==> src/rtl/isc_pkg.sv <==
package isc_pkg;

  // Life cycle of one interrupt input
  typedef enum logic [1:0] {
    SLOT_IDLE  = 2'd0,  // may be picked when eligible
    SLOT_OFFER = 2'd1,  // sitting in the output register
    SLOT_WAIT  = 2'd2,  // accepted upstream, awaiting an answer
    SLOT_HOLD  = 2'd3   // rejected, one idle cycle before re-evaluation
  } slot_state_e;

  function automatic int unsigned idx_bits(int unsigned n);
    return (n < 2) ? 1 : $clog2(n);
  endfunction

endpackage

==> src/rtl/isc_vec_table.sv <==
module isc_vec_table #(
  parameter int N_SRC    = 8,
  parameter int PRIO_W   = 8,
  parameter int SERVER_W = 8,
  parameter int DATA_W   = 32,
  parameter int AW       = 4,
  parameter int IDX_W    = 3
) (
  input  logic                               clk,
  input  logic                               rst_n,
  input  logic                               cfg_we,
  input  logic [AW-1:0]                      cfg_addr,
  input  logic [DATA_W-1:0]                  cfg_wdata,
  output logic [DATA_W-1:0]                  cfg_rdata,
  output logic [N_SRC-1:0][PRIO_W-1:0]       prio_o,
  output logic [N_SRC-1:0][SERVER_W-1:0]     server_o,
  output logic [N_SRC-1:0]                   enable_o
);

  localparam logic [AW-1:0] EN_ADDR = AW'(N_SRC);

  // One priority/server pair per input
  for (genvar g = 0; g < N_SRC; g++) begin : g_entry
    always_ff @(posedge clk) begin
      if (!rst_n) begin
        prio_o[g]   <= '1;
        server_o[g] <= '0;
      end else if (cfg_we && cfg_addr == AW'(g)) begin
        prio_o[g]   <= cfg_wdata[PRIO_W-1:0];
        server_o[g] <= cfg_wdata[PRIO_W +: SERVER_W];
      end
    end
  end

  always_ff @(posedge clk) begin
    if (!rst_n) begin
      enable_o <= '0;
    end else if (cfg_we && cfg_addr == EN_ADDR) begin
      enable_o <= cfg_wdata[N_SRC-1:0];
    end
  end

  always_comb begin
    cfg_rdata = '0;
    if (cfg_addr < EN_ADDR) begin
      cfg_rdata[PRIO_W-1:0]         = prio_o[cfg_addr[IDX_W-1:0]];
      cfg_rdata[PRIO_W +: SERVER_W] = server_o[cfg_addr[IDX_W-1:0]];
    end else if (cfg_addr == EN_ADDR) begin
      cfg_rdata[N_SRC-1:0] = enable_o;
    end
  end

  logic unused_wdata_hi;
  assign unused_wdata_hi = ^cfg_wdata[DATA_W-1:PRIO_W+SERVER_W];

endmodule

==> src/rtl/isc_src_slot.sv <==
module isc_src_slot
  import isc_pkg::*;
(
  input  logic        clk,
  input  logic        rst_n,
  input  logic        level_i,
  input  logic        enable_i,
  input  logic        masked_i,
  input  logic        grant_i,
  input  logic        accept_i,
  input  logic        eoi_i,
  input  logic        rej_i,
  output logic        eligible_o,
  output slot_state_e state_o
);

  slot_state_e state_d;

  assign eligible_o = (state_o == SLOT_IDLE) && level_i && enable_i && !masked_i;

  always_comb begin
    state_d = state_o;
    unique case (state_o)
      SLOT_IDLE:  if (grant_i)  state_d = SLOT_OFFER;
      SLOT_OFFER: if (accept_i) state_d = SLOT_WAIT;
      SLOT_WAIT: begin
        if (rej_i)      state_d = SLOT_HOLD;
        else if (eoi_i) state_d = SLOT_IDLE;
      end
      SLOT_HOLD:  state_d = SLOT_IDLE;
      default:    state_d = SLOT_IDLE;
    endcase
  end

  always_ff @(posedge clk) begin
    if (!rst_n) state_o <= SLOT_IDLE;
    else        state_o <= state_d;
  end

endmodule

==> src/rtl/isc_pick.sv <==
module isc_pick #(
  parameter int N     = 8,
  parameter int IDX_W = 3
) (
  input  logic [N-1:0]     req_i,
  output logic [N-1:0]     onehot_o,
  output logic [IDX_W-1:0] idx_o,
  output logic             any_o
);

  // Lowest set bit wins
  assign onehot_o = req_i & (~req_i + N'(1));
  assign any_o    = |req_i;

  always_comb begin
    idx_o = '0;
    for (int i = N - 1; i >= 0; i--) begin
      if (req_i[i]) idx_o = IDX_W'(i);
    end
  end

endmodule

==> src/rtl/isc_out_stage.sv <==
module isc_out_stage #(
  parameter int IDX_W    = 3,
  parameter int PRIO_W   = 8,
  parameter int SERVER_W = 8
) (
  input  logic                clk,
  input  logic                rst_n,
  input  logic                any_i,
  input  logic [IDX_W-1:0]    idx_i,
  input  logic [PRIO_W-1:0]   prio_i,
  input  logic [SERVER_W-1:0] server_i,
  input  logic                ready_i,
  output logic                load_o,
  output logic                valid_o,
  output logic [IDX_W-1:0]    idx_o,
  output logic [PRIO_W-1:0]   prio_o,
  output logic [SERVER_W-1:0] server_o
);

  assign load_o = any_i && (!valid_o || ready_i);

  always_ff @(posedge clk) begin
    if (!rst_n) begin
      valid_o  <= 1'b0;
      idx_o    <= '0;
      prio_o   <= '0;
      server_o <= '0;
    end else if (load_o) begin
      valid_o  <= 1'b1;
      idx_o    <= idx_i;
      prio_o   <= prio_i;
      server_o <= server_i;
    end else if (ready_i) begin
      valid_o  <= 1'b0;
    end
  end

endmodule

==> src/rtl/isc_source_ctrl.sv <==
module isc_source_ctrl
  import isc_pkg::*;
#(
  parameter int N_SRC    = 8,
  parameter int PRIO_W   = 8,
  parameter int SERVER_W = 8,
  parameter int UNIT_W   = 9,
  parameter logic [UNIT_W-1:0] UNIT_ID = 'h005,
  parameter int DATA_W   = 32,
  localparam int IDX_W   = idx_bits(N_SRC),
  localparam int SRC_W   = UNIT_W + IDX_W,
  localparam int AW      = idx_bits(N_SRC + 1)
) (
  input  logic                clk,
  input  logic                rst_n,
  input  logic                cfg_we,
  input  logic [AW-1:0]       cfg_addr,
  input  logic [DATA_W-1:0]   cfg_wdata,
  output logic [DATA_W-1:0]   cfg_rdata,
  input  logic [N_SRC-1:0]    irq_level,
  output logic                req_valid,
  input  logic                req_ready,
  output logic [SRC_W-1:0]    req_src,
  output logic [PRIO_W-1:0]   req_prio,
  output logic [SERVER_W-1:0] req_server,
  input  logic                eoi_valid,
  input  logic [SRC_W-1:0]    eoi_src,
  input  logic                rej_valid,
  input  logic [SRC_W-1:0]    rej_src
);

  logic [N_SRC-1:0][PRIO_W-1:0]   prio_q;
  logic [N_SRC-1:0][SERVER_W-1:0] server_q;
  logic [N_SRC-1:0]               enable_q;
  logic [N_SRC-1:0]               eligible, onehot;
  logic [IDX_W-1:0]               pick_idx, cur_idx;
  logic                           pick_any, load;
  slot_state_e                    slot_st [N_SRC];

  isc_vec_table #(
    .N_SRC(N_SRC), .PRIO_W(PRIO_W), .SERVER_W(SERVER_W),
    .DATA_W(DATA_W), .AW(AW), .IDX_W(IDX_W)
  ) u_table (
    .clk(clk), .rst_n(rst_n), .cfg_we(cfg_we), .cfg_addr(cfg_addr),
    .cfg_wdata(cfg_wdata), .cfg_rdata(cfg_rdata),
    .prio_o(prio_q), .server_o(server_q), .enable_o(enable_q)
  );

  // Answers from upstream only count when the unit field is ours
  logic eoi_unit_ok, rej_unit_ok;
  assign eoi_unit_ok = eoi_valid && (eoi_src[SRC_W-1:IDX_W] == UNIT_ID);
  assign rej_unit_ok = rej_valid && (rej_src[SRC_W-1:IDX_W] == UNIT_ID);

  for (genvar g = 0; g < N_SRC; g++) begin : g_slot
    logic grant_g, accept_g, eoi_g, rej_g;
    assign grant_g  = load && onehot[g];
    assign accept_g = req_valid && req_ready && (cur_idx == IDX_W'(g));
    assign eoi_g    = eoi_unit_ok && (eoi_src[IDX_W-1:0] == IDX_W'(g));
    assign rej_g    = rej_unit_ok && (rej_src[IDX_W-1:0] == IDX_W'(g));

    isc_src_slot u_slot (
      .clk(clk), .rst_n(rst_n),
      .level_i(irq_level[g]), .enable_i(enable_q[g]), .masked_i(&prio_q[g]),
      .grant_i(grant_g), .accept_i(accept_g), .eoi_i(eoi_g), .rej_i(rej_g),
      .eligible_o(eligible[g]), .state_o(slot_st[g])
    );
  end

  isc_pick #(.N(N_SRC), .IDX_W(IDX_W)) u_pick (
    .req_i(eligible), .onehot_o(onehot), .idx_o(pick_idx), .any_o(pick_any)
  );

  isc_out_stage #(.IDX_W(IDX_W), .PRIO_W(PRIO_W), .SERVER_W(SERVER_W)) u_out (
    .clk(clk), .rst_n(rst_n), .any_i(pick_any), .idx_i(pick_idx),
    .prio_i(prio_q[pick_idx]), .server_i(server_q[pick_idx]),
    .ready_i(req_ready), .load_o(load), .valid_o(req_valid),
    .idx_o(cur_idx), .prio_o(req_prio), .server_o(req_server)
  );

  assign req_src = {UNIT_ID, cur_idx};

endmodule

==> config.mk <==
export PLATFORM = sky130hd
export DESIGN_NAME = isc_source_ctrl
export DESIGN_NICKNAME = d
export VERILOG_FILES = /design/src/rtl/isc_pkg.sv /design/src/rtl/isc_vec_table.sv /design/src/rtl/isc_src_slot.sv /design/src/rtl/isc_pick.sv /design/src/rtl/isc_out_stage.sv /design/src/rtl/isc_source_ctrl.sv
export SDC_FILE = /design/constraint.sdc
export NUM_CORES = 1
export LEC_CHECK = 0
export BUFFER_PORTS_ARGS = -buffer_cell sky130_fd_sc_hd__buf_2
export CAP_MARGIN = 20
export CORE_UTILIZATION = 55
export CTS_CLUSTER_SIZE = 40
export DETAILED_ROUTE_END_ITERATION = 7
export GPL_TIMING_DRIVEN = 0
export PLACE_DENSITY = 0.77
export SLEW_MARGIN = 5
export SYNTH_ARGS = -nofsm -noshare
export SYNTH_HDL_FRONTEND = slang
export SYNTH_SLANG_ARGS = --single-unit
export TNS_END_PERCENT = 10
==> constraint.sdc <==
create_clock -name clk -period 2.65 [get_ports clk]
set_input_delay 0.3975 -clock clk [delete_from_list [all_inputs] [get_ports clk]]
set_output_delay 0.3975 -clock clk [all_outputs]
set_load 0.005 [all_outputs]
# After elaboration in Yosys (flattened, before gate mapping)
# Index checks and enable logic that the tools add are counted.
[op_classes]
n_mux = 61
addsub = 1
n_bitwise = 2
reduce_logical = 109
magnitude_cmp = 3
eq_ne = 79
[op_table]
columns = ["op", "n"]
rows = [
  ["8-bit binary-select mux with 3-bit select", 4],
  ["1-bit logical AND", 69],
  ["2-bit 2-to-1 mux", 32],
  ["2-bit one-hot mux with 4 select lines", 8],
  ["8-bit AND reduction", 8],
  ["8-bit 2-to-1 mux", 7],
  ["3-bit equality test (second input constant)", 12],
  ["2-bit equality test (second input constant)", 16],
  ["2-bit inequality test (second input constant)", 16],
  ["3-bit 2-to-1 mux", 8],
  ["3-bit inequality test (second input constant)", 8],
  ["3-bit AND reduction", 8],
  ["3-bit by 2-bit equality test with 1-bit output (second input constant)", 6],
  ["9-bit by 3-bit equality test with 1-bit output (second input constant)", 2],
  ["2-bit by 1-bit equality test with 1-bit output (second input constant)", 8],
  ["4-bit by 3-bit equality test with 1-bit output (second input constant)", 4],
  ["2-bit zero test", 8],
  ["3-bit by 1-bit equality test with 1-bit output (second input constant)", 3],
  ["1-bit zero test", 9],
  ["3-bit zero test", 3],
  ["8-bit by 1-bit adder with 8-bit output (second input constant)", 1],
  ["8-bit AND", 1],
  ["4-bit by 2-bit equality test with 1-bit output (second input constant)", 2],
  ["3-bit by 4-bit < comparator with 1-bit output (second input constant)", 2],
  ["other kinds (9)", 10],
]
[totals]
output_inout_bits = 61
reg_bits = 172
word_cells = 284
inputBits = 74

# Longest topological paths before layout
[depth]
ltp_word = 14
depth_mapped = 9
ltp_nobuf = 7

# Cells and area by module
# Synthesis repeated with hierarchy kept, for this count alone.
[hier_totals]
hier_cells = 1108
area_unflattened_um2 = 9927.0
[modules_own_cells]
columns = ["mod", "seq_area_each_um2", "area_each_um2", "instances", "cells_per_inst"]
rows = [
  ["isc_vec_table", 2722.6, 6433.7, 1, 754],
  ["isc_source_ctrl", 0.0, 1680.4, 1, 157],
  ["isc_src_slot", 40.0, 105.1, 8, 11],
  ["isc_out_stage", 400.4, 833.3, 1, 86],
  ["isc_pick", 0.0, 138.9, 1, 23],
]

# Least setup slack after synthesis
# No wires, ideal clock.
[synth_path]
path_type = "input to output"
startpoint = "input cfg_addr[0]"
endpoint = "output cfg_rdata[0]"
cell_stages = 5
arrival_ns = 1.671
slack_ns = 0.582
required_ns = 2.253
path_buffers = 2
cell_sequence = "buf_2 buf_2 nor3_1 a22oi_1 o21ai_0"
[synth_via]
elab_chain_cells = 3
elab_cells_between_ends = 6
cone_classes = "order compare (1); eq/ne (1); mux (4)"
[synth_lines]
columns = ["element", "line_no", "text"]
rows = [
  ["from (decl)", "isc_source_ctrl.sv:17", "input logic [AW-1:0] cfg_addr,"],
  ["8-bit binary-select mux with 3-bit select / 4-bit equality test (equally long branches)", "isc_vec_table.sv:46, isc_vec_table.sv:48", ""],
  ["8-bit 2-to-1 mux (on tied branches)", "isc_vec_table.sv:46, isc_vec_table.sv:48", ""],
  ["8-bit 2-to-1 mux (*)", "isc_vec_table.sv:45", "if (cfg_addr < EN_ADDR) begin"],
  ["to (decl)", "isc_source_ctrl.sv:19", "output logic [DATA_W-1:0] cfg_rdata,"],
]
# Mark *: on every way between the ends. The rest lies on a longest branch, timed or not. The select of a mux whose other input is x is not followed.

# Worst setup path in the final report
[layout_path]
startpoint = "register u_table.prio_o[28] in the netlist's numbering"
endpoint = "register u_out.server_o[2]"
[layout_via]
elab_chain_cells = 9
elab_cells_between_ends = 11
cone_classes = "mux (6); reduce/logical (5)"
[layout_lines]
columns = ["element", "line_no", "text"]
rows = [
  ["from (decl)", "isc_vec_table.sv:15", "output logic [N_SRC-1:0][PRIO_W-1:0] prio_o,"],
  ["from (signal, indexed assignment)", "isc_vec_table.sv:29", "prio_o[g] <= cfg_wdata[PRIO_W-1:0];"],
  ["8-bit AND reduction (*)", "isc_source_ctrl.sv:63", ".level_i(irq_level[g]), .enable_i(enable_q[g]), .masked_i(&prio_q[g]),"],
  ["1-bit zero test (*)", "isc_src_slot.sv:19", "assign eligible_o = (state_o == SLOT_IDLE) && level_i && enable_i && !masked_i;"],
  ["1-bit logical AND (*)", "isc_src_slot.sv:19", ""],
  ["3-bit 2-to-1 mux (4 in a row)", "isc_pick.sv:18", "if (req_i[i]) idx_o = IDX_W'(i);"],
  ["8-bit binary-select mux with 3-bit select", "isc_source_ctrl.sv:75", ".prio_i(prio_q[pick_idx]), .server_i(server_q[pick_idx]),"],
  ["8-bit 2-to-1 mux (implied by the code)", "isc_source_ctrl.sv:75", ""],
  ["to (signal assigned)", "isc_out_stage.sv:32", "server_o <= server_i;"],
  ["to (decl)", "isc_out_stage.sv:17", "output logic [SERVER_W-1:0] server_o"],
]
# Marked as above.
# A chain may end at the register's enable or synchronous reset.

==> flow_metrics.tcl <==
set metrics [dict create \
    wl_microns 32810 \
    first_iter_violations 1503 \
    final_cell_mix "286 x nand2_1, 172 x dfxtp_1, 89 x buf_2, 89 x nand3_1, 81 x a21boi_0" \
    final_common_cell "nand2_1" \
    synth.area.top_cells "dfxtp_1 36%, nand2_1 11%, mux4_2 7.2%, a21boi_0 6.3%, nand3_1 4.6%" \
    layout-drive-gt1-share_pct 16.90 \
    status "finished, violations left" \
    place_ws_ns -0.3661 \
    final_cells 1533 \
    powerDensity_mw_per_mm2 504.7 \
    worst_path_largest_cell_delay_ns 0.50 \
    clk_latency_ns 0.45 \
    cts_tree "yes" \
    grt_max_degree 17 \
    synth_seq_area_share_pct 35.55 \
    regArea_sq_mm 0.003443 \
    setup_viol 3 \
    fin_nets 1371 \
    grt_overflow 0 \
    antenna_found_initial 0 \
    worst_slack_ns -0.01820 \
    initial_core_util_pct 56.20 \
    syn_inst 1179 \
    startpoint_type "flip-flop" \
    routabilityCongestion 1.034 \
    fmaxAchievable_mhz 374.8 \
    via_per_inst 6.374 \
    relSlewSlack_pct 36.11 \
    dieArea_sq_mm 0.01815 \
    cts.sinks 172 \
    synthFlopType "dfxtp_1" \
    fin_crit_sh_pct 100.7 \
    final-hold-violation-count 0 \
    worst-path-buf-inv 2 \
    failed_checks "design-rule violations, negative setup slack" \
    worst_slew_pin_slew_ns 0.9511 \
    post_cts_buffers 0 \
    slowest_stage "clkbuf_1" \
    clock_skew_ns 0.01102 \
    die_width_microns 134.7 \
    yosysWarnings 0 \
    hold_path_depth 3 \
    n_antenna_cell 0 \
    dpl.hpwl_microns 24420 \
    critPathKind "flip-flop to flip-flop" \
    synth_cell_types 73 \
    rsz0062_at_grt "yes" \
    grt_pass1_wl_microns 49480 \
    synth_seq_cells 172 \
    track_usage_pct 36.27 \
    ir_drop_v 0.0006665 \
    wl_per_cell_microns 21.40 \
    tns_ns -0.03573 \
    die_h_microns 134.7 \
    vias 9771 \
    drc 3 \
    maxCapViolCount 0 \
    p_leak_nw 4.509 \
    cts_inserted_buffers 17 \
    synth_top_cell_area_share_pct 35.55 \
    r2r_cells 8 \
    final_util_pct 63.91 \
    grt_pass1_vias 8731 \
    antenna_left 0 \
    multi_input_area_sq_mm 0.005635 \
    crit_arrival_ns 2.98 \
    cp.required_ns 2.96 \
    hold_class "primary input to flip-flop" \
    yosysTopAreaCell "dfxtp_1" \
    firstDrtPassIters 8 \
    final_max_slew_viol_count 0 \
    cp.depth 8 \
    cts_root_buf "clkbuf_16" \
    core_sq_mm 0.01724 \
    async_flop_share_pct 0 \
    crit_chain "nand4_1 -> o2111ai_1 -> nand2_1 -> buf_6 -> nand2_1 -> clkbuf_1 -> a211o_1 -> nand4_1" \
    ctsHtreeMaxLevel 4 \
    period_minus_slack_ns 2.668 \
    num-fill-cells 1526 \
    crit_fanout 10 \
    synth_edf_count 0 \
    power.total_w 0.005559 \
    syn_area_per_cell_sq_um 8.216 \
    crit_family "simple AND/OR/NAND/NOR gates" \
    place_inst 1504 \
    io_buffers 77 \
    clk_pin_slew_worst_paths_ns 0.07 \
    endpoint_kind "flip-flop" \
    syn_to_final_growth_pct 13.72 \
    syn_area_sq_mm 0.009687 \
    ios 135 \
    clockBufferDepth 2 \
    row_count 48 \
    r2r_slack_ns -0.02 \
]
[per-layer routing]
| layer | part of all wire, % | vias to the layer above | track usage [%] |
|---|---|---|---|
| met5 | 0 | - | 0 |
| met4 | 4.1 | 0 | 17.10 |
| met3 | 13 | 128 | 9.947 |
| met2 | 43 | 716 | 52.78 |
| met1 | 40 | 4532 | 49.68 |
| li1 | - | 4395 | - |
[state kept, by name, summed over array words and instances (netlist names)]
register / count
u_out.idx_o: 3
u_table.enable_o: 8
u_table.server_o: 64
u_out.prio_o: 8
u_out.server_o: 8
u_table.prio_o: 64
u_out.valid_o: 1
g_slot.u_slot.state_o: 16
[cell usage after synthesis, drive strengths merged (23+ instances only)]
cell type and number:
nand2 286, dfxtp 172, a21boi 91, nand3 89
clkbuf 72, o21ai 67, buf 54, nor2 37
nand4 36, mux4 32, and3 28, nand2b 23
[worst paths after layout]
kind                                      startpoint                    to
worst min-delay path                   cfg_wdata[13]  u_table.server_o[53]
worst max register to register    u_table.prio_o[28]     u_out.server_o[2]
worst min register to register  u_table.server_o[29]  u_table.server_o[29]
worst max-delay path              u_table.prio_o[28]     u_out.server_o[2]
[layout make-up]
| class | instances | share of cell area [%] |
|---|---|---|
| Buffer | 125 | 6.224 |
| Inverter | 10 | 0.3408 |
| Clock inverter | 8 | 0.5679 |
| Clock buffer | 22 | 4.396 |
| Tap cell | 225 | 2.556 |
| Multi-Input combinational cell | 894 | 51.16 |
| Timing Repair Buffer | 77 | 3.498 |
| Sequential cell | 172 | 31.26 |
[kinds of logic (layout without fill, tap and decap cells)]
group                  after synthesis  count (layout)  share of synthesized area [%]
other                                2              25                        0.07753
AO/OA/AOI/OAI                      257             257                          19.67
buffers and inverters              136             242                          7.349
flip-flops                         172             172                          35.55
multiplexers                        52              52                          9.558
AND/OR/NAND/NOR                    560             560                          27.80
[worst reg2reg max path, cell delays in order, from the launching register on]
cell	delay, ns
dfxtp_1	0.41
nand4_1	0.20
o2111ai_1	0.42
nand2_1	0.23
buf_6	0.22
nand2_1	0.26
clkbuf_1	0.50
a211o_1	0.19
nand4_1	0.11
[stage by stage]
step | cell area (sq um) | hold WS, ns
6_report | 11020 | 0.3463
5_1_grt | 11020 | 0.3678
4_1_cts | 10990 | 0.3282
3_5_place_dp | 10440 | 0.4648
3_3_place_gp | 10440 | 0.4563
2_1_floorplan | 9773 | 0.4410
[report_power, final]
part           internal [W]  leakage [nW]  switching [W]
logic              0.000193          2.86       0.000315
registers           0.00262          1.39      0.0000441
clock network       0.00129         0.261        0.00109
[repair_timing]
item                                    in CTS  in global routing
gates cloned                                 0                  0
hold buffers                                 0                  0
hold endpoints to repair                     0                  0
gates resized for setup                      5                  5
endpoints found under the setup margin      16                 19
pin swaps                                    0                  0
(Power assumes the default switching activity.)
